`src/rtl/sbr_pkg.sv`:
```
package sbr_pkg;
  typedef enum logic [1:0] {
    MODE_SELECT = 2'b00,
    MODE_PULSE  = 2'b01,
    MODE_GATED  = 2'b10,
    MODE_RSVD   = 2'b11
  } frameMode_t;

  // strobes from control to datapath
  typedef struct packed {
    logic shift;   // take one bit
    logic clear;   // drop partial byte
    logic emit;    // this bit completes a byte
  } rxStrobe_t;
endpackage

```
`src/rtl/sbr_sync.sv`:
```
module sbr_sync #(
  parameter int W      = 5,
  parameter int STAGES = 2
) (
  input  logic         clk,
  input  logic         rstN,
  input  logic [W-1:0] din,
  output logic [W-1:0] dout
);
  logic [W-1:0] stg [STAGES];

  always_ff @(posedge clk or negedge rstN) begin
    if (!rstN) begin
      for (int i = 0; i < STAGES; i++) stg[i] <= '0;
    end else begin
      stg[0] <= din;
      for (int i = 1; i < STAGES; i++) stg[i] <= stg[i-1];
    end
  end

  assign dout = stg[STAGES-1];
endmodule

```
`src/rtl/sbr_ctrl.sv`:
```
module sbr_ctrl
  import sbr_pkg::*;
#(
  parameter int BYTE_W = 8
) (
  input  logic       clk,
  input  logic       rstN,
  input  logic       sckS,
  input  logic       syncS,
  input  logic       dsNS,
  input  logic       csNS,
  input  logic [1:0] cfgMode,
  input  logic       cfgFallEdge,
  input  logic       cfgShareSel,
  output rxStrobe_t  strobe
);
  localparam int CNT_W = $clog2(BYTE_W);
  localparam logic [CNT_W-1:0] LAST_IDX = CNT_W'(BYTE_W - 1);
  localparam logic [CNT_W-1:0] ONE      = CNT_W'(1);

  frameMode_t     mode;
  logic           sckPrev;
  logic [CNT_W-1:0] bitCnt, cntNext;
  logic           busy, busyNext;
  logic           gatePrev, gateNext;
  logic           sampleEvt, selActive, lastBit;

  assign mode      = frameMode_t'(cfgMode);
  assign sampleEvt = cfgFallEdge ? (sckPrev & ~sckS) : (~sckPrev & sckS);
  assign selActive = cfgShareSel ? csNS : ~dsNS;
  assign lastBit   = (bitCnt == LAST_IDX);

  always_comb begin
    strobe   = '0;
    cntNext  = bitCnt;
    busyNext = busy;
    gateNext = gatePrev;
    case (mode)
      MODE_PULSE: begin
        if (sampleEvt && (busy || syncS)) begin
          strobe.shift = 1'b1;
          if (lastBit) begin
            strobe.emit = 1'b1;
            cntNext     = '0;
            busyNext    = syncS;
          end else begin
            cntNext  = bitCnt + ONE;
            busyNext = 1'b1;
          end
        end
      end
      MODE_GATED: begin
        if (sampleEvt) begin
          gateNext = syncS;
          if (syncS) begin
            strobe.shift = 1'b1;
            if (!gatePrev) begin
              cntNext = ONE;
            end else if (lastBit) begin
              strobe.emit = 1'b1;
              cntNext     = '0;
            end else begin
              cntNext = bitCnt + ONE;
            end
          end
        end
      end
      default: begin
        if (!selActive) begin
          strobe.clear = 1'b1;
          cntNext      = '0;
        end else if (sampleEvt) begin
          strobe.shift = 1'b1;
          if (lastBit) begin
            strobe.emit = 1'b1;
            cntNext     = '0;
          end else begin
            cntNext = bitCnt + ONE;
          end
        end
      end
    endcase
  end

  always_ff @(posedge clk or negedge rstN) begin
    if (!rstN) begin
      sckPrev  <= 1'b0;
      bitCnt   <= '0;
      busy     <= 1'b0;
      gatePrev <= 1'b0;
    end else begin
      sckPrev  <= sckS;
      bitCnt   <= cntNext;
      busy     <= busyNext;
      gatePrev <= gateNext;
    end
  end

  AST_SELECT_IDLE: assert property (@(posedge clk) disable iff (!rstN)
    ((mode == MODE_SELECT) && !selActive) |=> (bitCnt == '0));
  AST_PULSE_STOP: assert property (@(posedge clk) disable iff (!rstN)
    ((mode == MODE_PULSE) && strobe.emit && !syncS) |=> !busy);
  AST_GATE_HOLD: assert property (@(posedge clk) disable iff (!rstN)
    ((mode == MODE_GATED) && sampleEvt && !syncS) |=> $stable(bitCnt));
  AST_GATE_REALIGN: assert property (@(posedge clk) disable iff (!rstN)
    ((mode == MODE_GATED) && sampleEvt && syncS && !gatePrev) |=> (bitCnt == ONE));
endmodule

```
`src/rtl/sbr_dp.sv`:
```
module sbr_dp
  import sbr_pkg::*;
#(
  parameter int BYTE_W = 8
) (
  input  logic              clk,
  input  logic              rstN,
  input  logic              dataS,
  input  logic              cfgLsbFirst,
  input  rxStrobe_t         strobe,
  output logic [BYTE_W-1:0] rxByte,
  output logic              rxValid
);
  logic [BYTE_W-1:0] shReg, shNext;

  assign shNext = cfgLsbFirst ? {dataS, shReg[BYTE_W-1:1]}
                              : {shReg[BYTE_W-2:0], dataS};

  always_ff @(posedge clk or negedge rstN) begin
    if (!rstN) begin
      shReg   <= '0;
      rxByte  <= '0;
      rxValid <= 1'b0;
    end else begin
      if (strobe.clear)      shReg <= '0;
      else if (strobe.shift) shReg <= shNext;
      rxValid <= strobe.emit;
      if (strobe.emit) rxByte <= shNext;
    end
  end

  AST_VALID_ONE_CYCLE: assert property (@(posedge clk) disable iff (!rstN)
    rxValid |=> !rxValid);
  AST_BYTE_ONLY_ON_VALID: assert property (@(posedge clk) disable iff (!rstN)
    (rxByte != $past(rxByte)) |-> rxValid);
  AST_EMIT_SHIFT: assert property (@(posedge clk) disable iff (!rstN)
    strobe.emit |=> rxValid);
endmodule

```
`src/rtl/serial_byte_rx.sv`:
```
module serial_byte_rx
  import sbr_pkg::*;
#(
  parameter int BYTE_W      = 8,
  parameter int SYNC_STAGES = 2
) (
  input  logic              clk,
  input  logic              rstN,
  input  logic              serClk,
  input  logic              serData,
  input  logic              dataSelN,
  input  logic              cmdSelN,
  input  logic              byteSync,
  input  logic [1:0]        cfgMode,
  input  logic              cfgFallEdge,
  input  logic              cfgLsbFirst,
  input  logic              cfgShareSel,
  output logic [BYTE_W-1:0] rxByte,
  output logic              rxValid
);
  localparam int PIN_W = 5;

  logic [PIN_W-1:0] pinRaw, pinSync;
  rxStrobe_t        strobe;

  assign pinRaw = {serClk, serData, dataSelN, cmdSelN, byteSync};

  sbr_sync #(.W(PIN_W), .STAGES(SYNC_STAGES)) u_sync (
    .clk (clk),
    .rstN(rstN),
    .din (pinRaw),
    .dout(pinSync)
  );

  sbr_ctrl #(.BYTE_W(BYTE_W)) u_ctrl (
    .clk        (clk),
    .rstN       (rstN),
    .sckS       (pinSync[4]),
    .syncS      (pinSync[0]),
    .dsNS       (pinSync[2]),
    .csNS       (pinSync[1]),
    .cfgMode    (cfgMode),
    .cfgFallEdge(cfgFallEdge),
    .cfgShareSel(cfgShareSel),
    .strobe     (strobe)
  );

  sbr_dp #(.BYTE_W(BYTE_W)) u_dp (
    .clk        (clk),
    .rstN       (rstN),
    .dataS      (pinSync[3]),
    .cfgLsbFirst(cfgLsbFirst),
    .strobe     (strobe),
    .rxByte     (rxByte),
    .rxValid    (rxValid)
  );
endmodule

```
`config.mk`:
```
export PLATFORM = sky130hd
export DESIGN_NAME = serial_byte_rx
export DESIGN_NICKNAME = d
export VERILOG_FILES = /design/src/rtl/sbr_pkg.sv /design/src/rtl/sbr_sync.sv /design/src/rtl/sbr_ctrl.sv /design/src/rtl/sbr_dp.sv /design/src/rtl/serial_byte_rx.sv
export SDC_FILE = /design/constraint.sdc
export NUM_CORES = 1
export LEC_CHECK = 0
export ABC_AREA = 1
export BUFFER_PORTS_ARGS = -buffer_cell sky130_fd_sc_hd__buf_2
export CORE_MARGIN = 2
export CORE_UTILIZATION = 30
export DETAILED_ROUTE_END_ITERATION = 16
export GPL_TIMING_DRIVEN = 0
export PLACE_DENSITY = 0.57
export SETUP_SLACK_MARGIN = 0.02
export SYNTH_ARGS = -nofsm -noshare
export SYNTH_HDL_FRONTEND = slang
export SYNTH_SLANG_ARGS = --single-unit
```
`constraint.sdc`:
```
create_clock -name clk -period 2 [get_ports clk]
set_input_delay 0.2 -clock clk [delete_from_list [all_inputs] [get_ports clk]]
set_output_delay 0.2 -clock clk [all_outputs]
set_load 0.02 [all_outputs]
```
======== After elaboration in Yosys (flattened, before gate mapping) ========
Cells that the tools add are included.
storage, ports and cells
  register bits ........................... 33
  input port bits ......................... 12
  output and inout port bits .............. 9
  logic and storage cells ................. 59
cells by class
  $add $sub $neg .......................... 1
  eq/ne operators ......................... 7
  muxes and demuxes ....................... 30
  bitwise operators ....................... 5
  reduce and logical (&&, ||, !) cells .... 7
operator list
  kind                   count
  $mux W8                3
  $mux W3                7
  $mux W1                17
  $pmux W3 S2            1
  $ne A2 B1 Y1 const B   2
  $pmux W1 S2            2
  $reduce_and A2 Y1      2
  $reduce_and A4 Y1      1
  $add A3 B1 Y3 const B  1
  $eq A3 B3 Y1 const B   1
  $ne A3 B2 Y1 const B   1
  $not A1 Y1             3
  $and A1 B1 Y1          2
  $eq A2 B1 Y1 const B   1
  $eq A2 B2 Y1 const B   1
  $ne A2 B2 Y1 const B   1
  $reduce_bool A2 Y1     1
  $reduce_or A2 Y1       1
  $logic_and A1 B1 Y1    1
  $logic_or A1 B1 Y1     1

======== Depth between registers and ports, before layout ========
Gate-level depths: netlist (run 1).
  word-level depth ........................ 8
  depth in mapped cells ................... 11
  depth with buffers taken out ............ 11

======== Modules after synthesis ========
From an unflattened synthesis (run 1), not the netlist that was laid out.
second synthesis, totals
  cell total of the unflattened synthesis .. 199
  area total of the unflattened synthesis .. 1654.1 um2
modules (own cells, without submodules)
  module    times used  cells an instance  area each (um2)  seq. area each (um2)
  sbr_dp    1           96                 759.5            425.4
  sbr_ctrl  1           88                 606.8            150.1
  sbr_sync  1           15                 287.8            250.2

======== Worst setup path before layout (run 1) ========
No wires, ideal clock.
  path kind ............................... register to register
  start point ............................. reg u_ctrl.bitCnt[0]
  end point ............................... reg u_dp.rxByte[3]
  setup time .............................. 0.117 ns
  arrival ................................. 1.279 ns
  data required time ...................... 1.883 ns
  setup slack ............................. 0.603 ns
  cell stages (with the launch flop) ...... 11
  path buffers ............................ 0
  clock period less this slack ............ 1.397 ns
  path through ............................ dfrtp_1 ha_1 ha_1 inv_1 nor2_2 nand2_1 nand2_2 nand2_4 nand2_4 nand2_1 nand2_1
RTL lines
  item                    line            RTL
  from (decl)             sbr_ctrl.sv:23  logic [CNT_W-1:0] bitCnt, cntNext;
  from (signal assigned)  sbr_ctrl.sv:93  bitCnt <= cntNext;
  to (signal assigned)    sbr_dp.sv:28    if (strobe.emit) rxByte <= shNext;
  to (decl)               sbr_dp.sv:11    output logic [BYTE_W-1:0] rxByte,

==> reports/qor.csv, run 1 <==
stage;metric;value;unit
synthesis;yosys_warnings;0;
finish;multi_input_area;561;µm²
sta;rsz0062_at_grt;false;
sta;tightestPinTransition;0.734;ns
synthesis;yosysSeqAreaShare;55.9;%
grt;grt_pass1_wl;4790;µm
floorplanning;chipHeight;74.2;µm
worst_setup_path;critPathSlowestCell;dfrtp_1;
detailed_routing;wl_per_cell;10.2;µm
clocking;cts_max_path_buffers;2;
sta;slew_viol_final;0;
detailed_routing;routed_wl;2660;µm
sta;final.setup.tns;0;ns
placed_design;place_hpwl;1920;µm
detailed_routing;ant_nets;0;
pwr;ir_drop;367;µV
synthesis;syn_nets;180;
clocking;numClockSinks;33;
synthesis;synth.avg_cell_area;9.01;µm²
floorplanning;dieArea;0.00550;mm²
floorplanning;die_w;74.2;µm
clocking;clk_latency;0.29;ns
placed_design;portBuffers;20;
clocking;clock-root-buffer;clkbuf_8;
sta;skew;0.00742;ns
sta;fmax;631;MHz
sta;min_period;1.59;ns
clocking;clk_pin_slew;0.07;ns
sta;fin_ws;0.415;ns
finish;layout-drive-gt1-share;21.2;%
grt;grt_pass1_vias;1045;
detailed_routing;drc;0;
clocking;cts_tree;done;
outcome;status;complete, no violations;
worst_setup_path;path_class;reg2reg;
worst_setup_path;slowest_delay;0.40;ns
worst_setup_path;crit_family;simple AND/OR/NAND/NOR gates;
sta;timing.slew.headroom;51.1;%
grt;grt_overflow_total;0;
synthesis;syn_area;0.00148;mm²
worst_setup_path;worstPathCellList;ha_1, ha_1, inv_1, nor2_2, nand2_1, nand2_2, nand2_4, nand2_4, nand2_1, nand2_1;
finish;n_antenna_cell;0;
clocking;cts.htree.levels;2;
floorplanning;initial_core_util;31.3;%
worst_setup_path;crit_required;2.17;ns
worst_setup_path;worstSetupEndpointType;flop;
clocking;post_cts_buffers;0;
detailed_routing;vias;1099;
finish;final_nets;208;
detailed_routing;vias_per_cell;4.23;
worst_setup_path;crit_top_cell;nand2_1;
clocking;cts_buffers;5;
grt;grt.total_usage;11.7;%
finish;syn2layout_area_growth;18.7;%
sta;final_hold_viol_count;0;
detailed_routing;drtIter0Drc;47;
placed_design;dp_worst_setup_slack;0.438;ns
synthesis;synth_cells;164;
detailed_routing;dr.pass1.iters;4;
flow_run;maxCapViolCount;0;
worst_setup_path;crit_fanout;9;
floorplanning;core-area;0.00472;mm²
sta;setup_viol;0;
clocking;hold_buffers;1;
clocking;post_cts_resize_count;0;
placed_design;place_congestion;0.824;
grt;antenna_found_initial;0;
floorplanning;pin_count;21;
worst_setup_path;path_buf_inv;1;
grt;grt_max_degree;34;
min_path;hold_class;in2reg;
synthesis;yosysUniqueCellTypes;18;
pwr;power_density;826;mW/mm²
worst_setup_path;cp-start-kind;flop;
sta;finalCritPeriodShare;79.3;%
finish;ff_latch_area;826;µm²
floorplanning;row_count;25;
synthesis;ys_seq_elements;33;
pwr;cellLeakagePower;0.908;nW
finish;n_fill_cell;488;
worst_setup_path;cp.arrival;1.76;ns
==> placed cells by master, fill, tap and decap left out, types with 3 or more instances in the layout <==
cell,instances
ha_1,4
clkbuf_8,5
nand2_1,41
nor2_1,7
dfrtp_1,33
inv_1,20
a21oi_1,3
nand3_1,22
o21ai_0,18
nand2_2,3
buf_2,21
==> kinds of logic after synthesis <==
logic type | share of synthesized area (%)
AOI/OAI and AO/OA | 8.81
adders and majority gates | 3.39
buffers and inverters | 6.18
DFF | 55.9
and+or+nand+nor | 25.7
==> area by class of cell <==
cell class	instances	share of cell area (%)
Timing Repair Buffer	21	6.28
Clock inverter	2	0.571
Clock buffer	6	4.14
Buffer	2	0.927
Multi-Input combinational cell	109	32.0
Tap cell	67	4.78
Inverter	20	4.28
Sequential cell	33	47.1
==> Yosys cell counts <==
cell type / number / share of area, %
nand2_2: 3 / 1.3
nand3b_1: 1 / 0.51
o21ai_2: 2 / 1.2
buf_6: 1 / 0.76
nand3_2: 2 / 1.4
nor2_2: 2 / 0.85
dfrtp_1: 33 / 56
inv_1: 20 / 5.1
nand3_1: 22 / 7.5
buf_2: 1 / 0.34
nand2_4: 2 / 1.5
nand2_1: 41 / 10
nor2_1: 7 / 1.8
ha_1: 4 / 3.4
or2_4: 1 / 0.59
a21oi_1: 3 / 1.0
o21ai_0: 18 / 6.1
o31ai_1: 1 / 0.51
==> registers in the layout, summed over array words and instances, names as in the netlist <==
register	count
u_sync.stg	5
u_dp.shReg	8
u_ctrl.sckPrev	1
u_dp.rxValid	1
u_sync.dout	5
u_ctrl.busy	1
u_dp.rxByte	8
u_ctrl.bitCnt	3
u_ctrl.gatePrev	1
==> path summary, 6_finish.rpt <==
| path | startpoint | endpoint | slack [ns] | cells after the start |
|---|---|---|---|---|
| worst max-delay path | u_ctrl.bitCnt[0] | u_dp.rxByte[2] | 0.41 | 10 |
| worst min-delay path | cmdSelN | u_sync.stg[6] | 0.02 | 1 |
| worst max register to register | u_ctrl.bitCnt[0] | u_dp.rxByte[2] | 0.41 | 10 |
| worst min register to register | u_sync.stg[9] | u_sync.dout[4] | 0.35 | 0 |
| max in group asynchronous | rstN | u_dp.rxByte[6] | 1.01 | 2 |
| min in group asynchronous | rstN | u_sync.dout[4] | 0.52 | 2 |
==> routing by layer <==
metal	part of all wire, %	vias to the layer above	global-route usage, %
met5	0	-	0
met2	41	23	16.9
met3	4.1	7	3.25
met1	52	484	16.0
li1	-	585	-
met4	2.6	0	6.06
==> power by group <==
group          switching [mW]  leakage [nW]  total, mW  internal, mW
Combinational           0.131         0.440      0.209        0.0785
Sequential             0.0317         0.423      0.757         0.725
Clock                   0.241        0.0450      0.482         0.241
Total                   0.404         0.908       1.45          1.04
==> per-stage QoR <==
stage               total power, mW  area, µm²  std cells  hold slack [ns]  util [%]
CTS                            1.47       1750        260          0.00797      37.1
detailed placement            0.980       1660        251            0.309      35.2
floorplan                     0.911       1480        164          -0.0956         -
global route                   1.54       1750        260          0.00426      37.1
finish                         1.45       1750        260           0.0203      37.1
global placement              0.975       1660        251            0.308      35.2
Power figures use the tool's default switching activity.
==> inputs of run 2 (changes only) <==
PLACE_DENSITY = 0.59   (was 0.57)
clock period = 1.45 ns   (was 2 ns; I/O delays follow)
==> run 2 against run 1 <==
Net effect:
- the flow now finishes with violations (setup timing)
- total power rose by 43%
- largest power group unchanged
- clock skew increased by 0.00061 ns
- sequential cell count stayed put
==> reports/qor.csv, run 2 (synthesis gave the netlist of run 1 again) <==
stage;metric;value;unit
flow_run;maxCapViolCount;0;
sta;setup_viol;4;
floorplanning;chipHeight;74.2;µm
worst_setup_path;slowest_delay;0.41;ns
pwr;p_total;2.07;mW
clocking;cts_tree;done;
floorplanning;row_count;25;
floorplanning;die_w;74.2;µm
clocking;clock-root-buffer;clkbuf_8;
min_path;min_path_cells;4;
sta;skew;0.00803;ns
sta;slew_viol_final;0;
grt;grt_overflow_total;0;
floorplanning;pin_count;21;
finish;layout-drive-gt1-share;28.6;%
worst_setup_path;path_buf_inv;1;
sta;final.setup.tns;-0.0224;ns
detailed_routing;drc;0;
worst_setup_path;worstSetupEndpointType;flop;
placed_design;portBuffers;20;
finish;n_antenna_cell;0;
worst_setup_path;path_class;reg2reg;
worst_setup_path;cp-startpoint;u_ctrl.bitCnt[0];
sta;min_period;1.46;ns
min_path;hold_class;in2reg;
worst_setup_path;critPathSlowestCell;dfrtp_1;
clocking;cts_buffers;5;
sta;fin_ws;-0.00889;ns
worst_setup_path;r2r_cells;10;
finish;mostFrequentLayoutCells;33 x nand2_1, 33 x dfrtp_1, 22 x nand3_1;
sta;rsz0062_at_grt;true;
worst_setup_path;cp.arrival;1.64;ns
worst_setup_path;worstPathCellList;ha_2, ha_4, inv_4, nor2_4, nand2_1, nand2_2, nand2_4, nand2_4, nand2_2, nand2_1;
detailed_routing;ant_nets;0;
clocking;numClockSinks;33;
floorplanning;initial_core_util;31.3;%
grt;grt_pass1_wl;5090;µm
detailed_routing;wl_per_cell;10.8;µm
placed_design;dp_worst_setup_slack;-0.105;ns
worst_setup_path;reg2reg_to;u_dp.rxByte[3];
min_path;whs_endpoint;u_dp.rxByte[6];
finish;final_nets;218;
finish;n_fill_cell;472;
min_path;worstHoldStart;cfgLsbFirst;
placed_design;place_congestion;0.831;
clocking;clk_pin_slew;0.07;ns
grt;grt.total_usage;12.4;%
finish;top_regs;u_dp.rxByte (8), u_dp.shReg (8);
pwr;cellLeakagePower;0.953;nW
worst_setup_path;reg2reg_from;u_ctrl.bitCnt[0];
finish;syn2layout_area_growth;29.4;%
floorplanning;dieArea;0.00550;mm²
pwr;power_density;1080;mW/mm²
sta;tightestPinTransition;0.730;ns
sta;timing.slew.headroom;51.3;%
outcome;violations;setup timing;
clocking;cts_max_path_buffers;2;
floorplanning;core-area;0.00472;mm²
outcome;status;finished with violations;
finish;final_util;40.5;%
clocking;cts.htree.levels;2;
detailed_routing;routed_wl;2920;µm
worst_setup_path;cp-start-kind;flop;
sta;whs;0.296;ns
placed_design;place_hpwl;1910;µm
detailed_routing;vias;1173;
worst_setup_path;crit_required;1.63;ns
pwr;ir_drop;415;µV
sta;final_hold_viol_count;0;
worst_setup_path;crit_family;simple AND/OR/NAND/NOR gates;
sta;fmax;685;MHz
worst_setup_path;crit_fanout;6;
clocking;clk_latency;0.29;ns
detailed_routing;dr.pass1.iters;4;
detailed_routing;drtIter0Drc;69;
grt;antenna_found_initial;0;
detailed_routing;vias_per_cell;4.34;
worst_setup_path;reg2reg_slack;-0.009;ns
grt;grt_pass1_vias;1109;
sta;finalCritPeriodShare;101;%
grt;grt_max_degree;34;
==> run 2: layout make-up <==
class	count	area [µm²]	area share (%)
clock inverter	2	10.0	0.524
tap	67	83.8	4.38
inverter	20	77.6	4.06
clock buffer	6	72.6	3.80
buffer	2	16.3	0.851
sequential	33	826	43.2
timing repair buffer	28	175	9.16
multi-input combinational	112	651	34.0
==> run 2: worst max path at each step <==
stage / slack (ns) / end / depth (start not counted)
final: -0.009 / u_dp.rxByte[3] / 10
after global placement: -0.10 / u_dp.rxByte[1] / 10
after CTS: 0.0008 / u_dp.rxByte[2] / 10
after detailed placement: -0.10 / u_dp.rxByte[5] / 10
after floorplan: 0.05 / u_dp.rxByte[3] / 10
after global routing: -0.07 / u_dp.shReg[1] / 9
==> run 2: timing repair <==
| item | in CTS | in global routing |
|---|---|---|
| resized for setup | 11 | 9 |
| setup buffers | 2 | 0 |
| hold buffers | 6 | 0 |
| pin swaps | 5 | 4 |
| setup endpoints to repair | 9 | 19 |
| gates cloned | 2 | 1 |
| hold endpoints to repair | 38 | 0 |
==> run 2: routing by layer <==
layer	part of all wire, %	GRT usage (%)	vias up
met5	0	0	-
met4	1.8	6.06	0
met3	4.2	3.93	6
met2	45	17.5	29
met1	49	17.2	526
li1	-	-	612
==> run 2: worst register-to-register path, stage by stage (launching register included) <==
cell,delay [ns]
dfrtp_1,0.41
ha_2,0.21
ha_4,0.17
inv_4,0.06
nor2_4,0.03
nand2_1,0.07
nand2_2,0.08
nand2_4,0.13
nand2_4,0.10
nand2_2,0.06
nand2_1,0.05
==> run 2: report_power, final <==
| group | switching (mW) | internal, mW |
|---|---|---|
| combinational | 0.202 | 0.134 |
| sequential | 0.0474 | 1.00 |
| clock | 0.349 | 0.333 |
| total | 0.598 | 1.47 |
==> run 2: metrics by stage <==
stage / cells / instance area, µm²
final: 270 / 1910
after global routing: 270 / 1910
after CTS: 269 / 1870
after detailed placement: 251 / 1660
after global placement: 251 / 1660
after floorplan: 164 / 1480
==> inputs of run 3 (changes only) <==
ABC_AREA = not set   (was 1)
CORE_MARGIN = not set   (was 2)
GPL_ROUTABILITY_DRIVEN = 1   (was not set)
==> run 3 against run 2 <==
Net effect:
- the run still ends with setup timing left
- total power rose by 19%
- critical path depth fell by 4
- count of clock-buffer cells in the layout rose by 1
- fmax fell by 14%
==> reports/qor.csv, run 3 <==
stage;metric;value;unit
outcome;status;finished with violations;
outcome;violations;setup timing;
clocking;clk_pin_slew;0.06;ns
finish;n_antenna_cell;0;
worst_setup_path;critPathSlowestCell;dfrtp_1;
finish;final_util;47.1;%
min_path;min_path_cells;0;
detailed_routing;drc;0;
sta;whs;0.351;ns
detailed_routing;ant_nets;0;
floorplanning;initial_core_util;31.3;%
floorplanning;die_w;72.2;µm
synthesis;ys.flop_type;dfrtp_1;
worst_setup_path;crit_required;1.61;ns
finish;mostFrequentLayoutCells;33 x dfrtp_1, 19 x buf_2, 11 x mux2_4;
min_path;hold_class;reg2reg;
finish;layout-drive-gt1-share;57.3;%
clocking;clock-root-buffer;clkbuf_8;
floorplanning;dieArea;0.00521;mm²
sta;timing.slew.headroom;51.6;%
synthesis;yosys_warnings;0;
detailed_routing;route.met3.wl;111;µm
synthesis;synth_cells;117;
detailed_routing;vias;1173;
clocking;clk_latency;0.28;ns
min_path;worstHoldStart;u_sync.stg[7];
worst_setup_path;path_class;reg2reg;
grt;grt_pass1_vias;1082;
floorplanning;pin_count;21;
sta;fmax;590;MHz
placed_design;place_hpwl;2020;µm
worst_setup_path;r2r_cells;6;
worst_setup_path;crit_family;simple AND/OR/NAND/NOR gates;
sta;tightestPinTransition;0.726;ns
synthesis;synthTopCellsByArea;dfrtp_1 56%, mux2_2 15%, a31oi_1 3.4%;
finish;final_nets;179;
synthesis;yosysSeqAreaShare;55.9;%
worst_setup_path;reg2reg_slack;-0.25;ns
finish;n_fill_cell;439;
detailed_routing;wl_per_cell;15.2;µm
synthesis;ys_seq_elements;33;
finish;final_common_cell;dfrtp_1;
worst_setup_path;cp-start-kind;flop;
synthesis;yosysTopAreaCell;dfrtp_1;
detailed_routing;vias_per_cell;5.08;
floorplanning;chipHeight;72.2;µm
synthesis;ys_async_sr_fraction;100;%
pwr;cellLeakagePower;0.986;nW
sta;final.setup.tns;-2.63;ns
worst_setup_path;worst-path-stages;6;
sta;fin_ws;-0.246;ns
pwr;ir_drop;519;µV
min_path;whs_endpoint;u_sync.dout[2];
clocking;cts_tree;done;
sta;finalCritPeriodShare;117;%
pwr;power_density;1100;mW/mm²
clocking;cts_max_path_buffers;2;
worst_setup_path;worstPathCellList;nor2b_4, o21a_4, nor4b_4, buf_4, clkbuf_16, mux2_4;
grt;antenna_found_initial;0;
sta;rsz0062_at_grt;true;
synthesis;synthDominantCellAreaShare;55.9;%
synthesis;syn_area;0.00148;mm²
worst_setup_path;reg2reg_from;u_sync.dout[2];
flow_run;maxCapViolCount;0;
synthesis;synth_edf_count;0;
synthesis;synth_common_cells;33 x dfrtp_1, 20 x mux2_2, 8 x a31oi_1, 8 x nor3_1, 8 x nor4_1;
sta;min_period;1.70;ns
detailed_routing;top_layer;met4;
floorplanning;core-area;0.00472;mm²
worst_setup_path;path_buf_inv;2;
finish;syn2layout_area_growth;50.8;%
sta;final_hold_viol_count;0;
grt;grt_pass1_wl;5230;µm
sta;setup_viol;21;
synthesis;synth_most_common_cell;dfrtp_1;
worst_setup_path;worstSetupEndpointType;flop;
synthesis;yosysUniqueCellTypes;28;
clocking;cts.htree.levels;2;
clocking;numClockSinks;33;
sta;slew_viol_final;0;
finish;top_regs;u_dp.rxByte (8), u_dp.shReg (8);
grt;grt_max_degree;34;
grt;grt_overflow_total;0;
placed_design;portBuffers;19;
worst_setup_path;slowest_delay;0.36;ns
worst_setup_path;crit_fanout;4;
detailed_routing;wl_met2;1680;µm
clocking;cts_buffers;5;
placed_design;dp_worst_setup_slack;-0.557;ns
detailed_routing;drtIter0Drc;58;
detailed_routing;dr.pass1.iters;4;
synthesis;syn_nets;133;
detailed_routing;wl_met1;1640;µm
worst_setup_path;cp.arrival;1.86;ns
placed_design;place_congestion;0.843;
detailed_routing;routed_wl;3500;µm
worst_setup_path;reg2reg_to;u_dp.rxByte[0];
grt;grt.total_usage;13.2;%
sta;skew;0.00465;ns
floorplanning;row_count;25;
synthesis;synth.avg_cell_area;12.6;µm²
-- run 3: cell count changes in the layout (fill, tap and decap cells not counted), moves of 3 or more --
| cell | before | now |
|---|---|---|
| nand2_2 | 12 | 1 |
| mux2_4 | 0 | 11 |
| nor4_1 | 0 | 7 |
| nand2_4 | 3 | 0 |
| a31oi_4 | 0 | 6 |
| nor2_1 | 7 | 2 |
| nor3_2 | 0 | 5 |
| nand2_1 | 33 | 0 |
| inv_1 | 19 | 2 |
| buf_4 | 2 | 9 |
| nor3_1 | 0 | 3 |
| nand3_1 | 22 | 1 |
| o21ai_0 | 17 | 2 |
| mux2_2 | 0 | 9 |
-- run 3: cell type report --
cell class	instances	area (µm²)	share of cell area [%]
flip-flops and latches	33	826	37.1
well taps	67	83.8	3.77
clock buffers	7	76.3	3.43
multi-input cells	78	882	39.6
repair buffers	39	305	13.7
plain buffers	4	37.5	1.69
inverters	2	7.51	0.337
clock inverters	1	7.51	0.337
-- run 3: through the flow --
stage / total power [mW] / std cells / area (µm²)
floorplan: 1.45 / 117 / 1500
global placement: 1.57 / 203 / 1680
detailed placement: 1.60 / 203 / 1680
CTS: 2.34 / 223 / 1980
global route: 2.59 / 231 / 2230
finish: 2.45 / 231 / 2230
-- run 3: where the power goes --
| part | internal, mW | switching, mW | total [mW] |
|---|---|---|---|
| clock network | 0.339 | 0.307 | 0.646 |
| logic | 0.349 | 0.297 | 0.646 |
| registers | 1.04 | 0.112 | 1.16 |
-- run 3: worst register-to-register path, delay by kind of cell, from the launching register on --
kind | cells | cell delay [ns]
flip-flops | 1 | 0.36
multiplexers | 1 | 0.29
buffers and inverters | 2 | 0.33
AND/OR/NAND/NOR | 2 | 0.38
AO/OA/AOI/OAI | 1 | 0.22
-- run 3: what timing repair did --
item,CTS,global route
pin swaps,4,11
setup endpoints to repair,22,21
gates resized for setup,22,31
gates cloned,1,1
hold endpoints to repair,38,0
hold buffers,6,0
setup buffers,5,8
-- run 3: cell families after synthesis --
family / after synthesis / synth area share (%)
AO/OA/AOI/OAI: 21 / 9.41
adder cells (fa/ha/maj): 4 / 3.39
buffers and inverters: 6 / 1.61
flip-flops: 33 / 55.9
multiplexers: 20 / 15.3
AND/OR/NAND/NOR: 33 / 14.4
-- run 3: per-layer routing --
metal / vias to the layer above / track usage [%]
met5: - / 0
met3: 8 / 4.03
met2: 37 / 19.5
li1: 533 / -
met4: 0 / 6.32
met1: 595 / 17.8
-- run 3: worst max path at each step --
stage                         startpoint              to  slack, ns
after global placement        cfgMode[1]  u_dp.rxByte[0]      -0.54
after floorplan           u_ctrl.sckPrev  u_dp.rxByte[0]      -0.22
final                     u_sync.dout[2]  u_dp.rxByte[0]      -0.25
after CTS                 u_ctrl.sckPrev  u_dp.rxByte[1]      -0.24
after detailed placement      cfgMode[1]  u_dp.rxByte[0]      -0.56
after global routing      u_sync.dout[2]  u_dp.rxByte[0]      -0.31
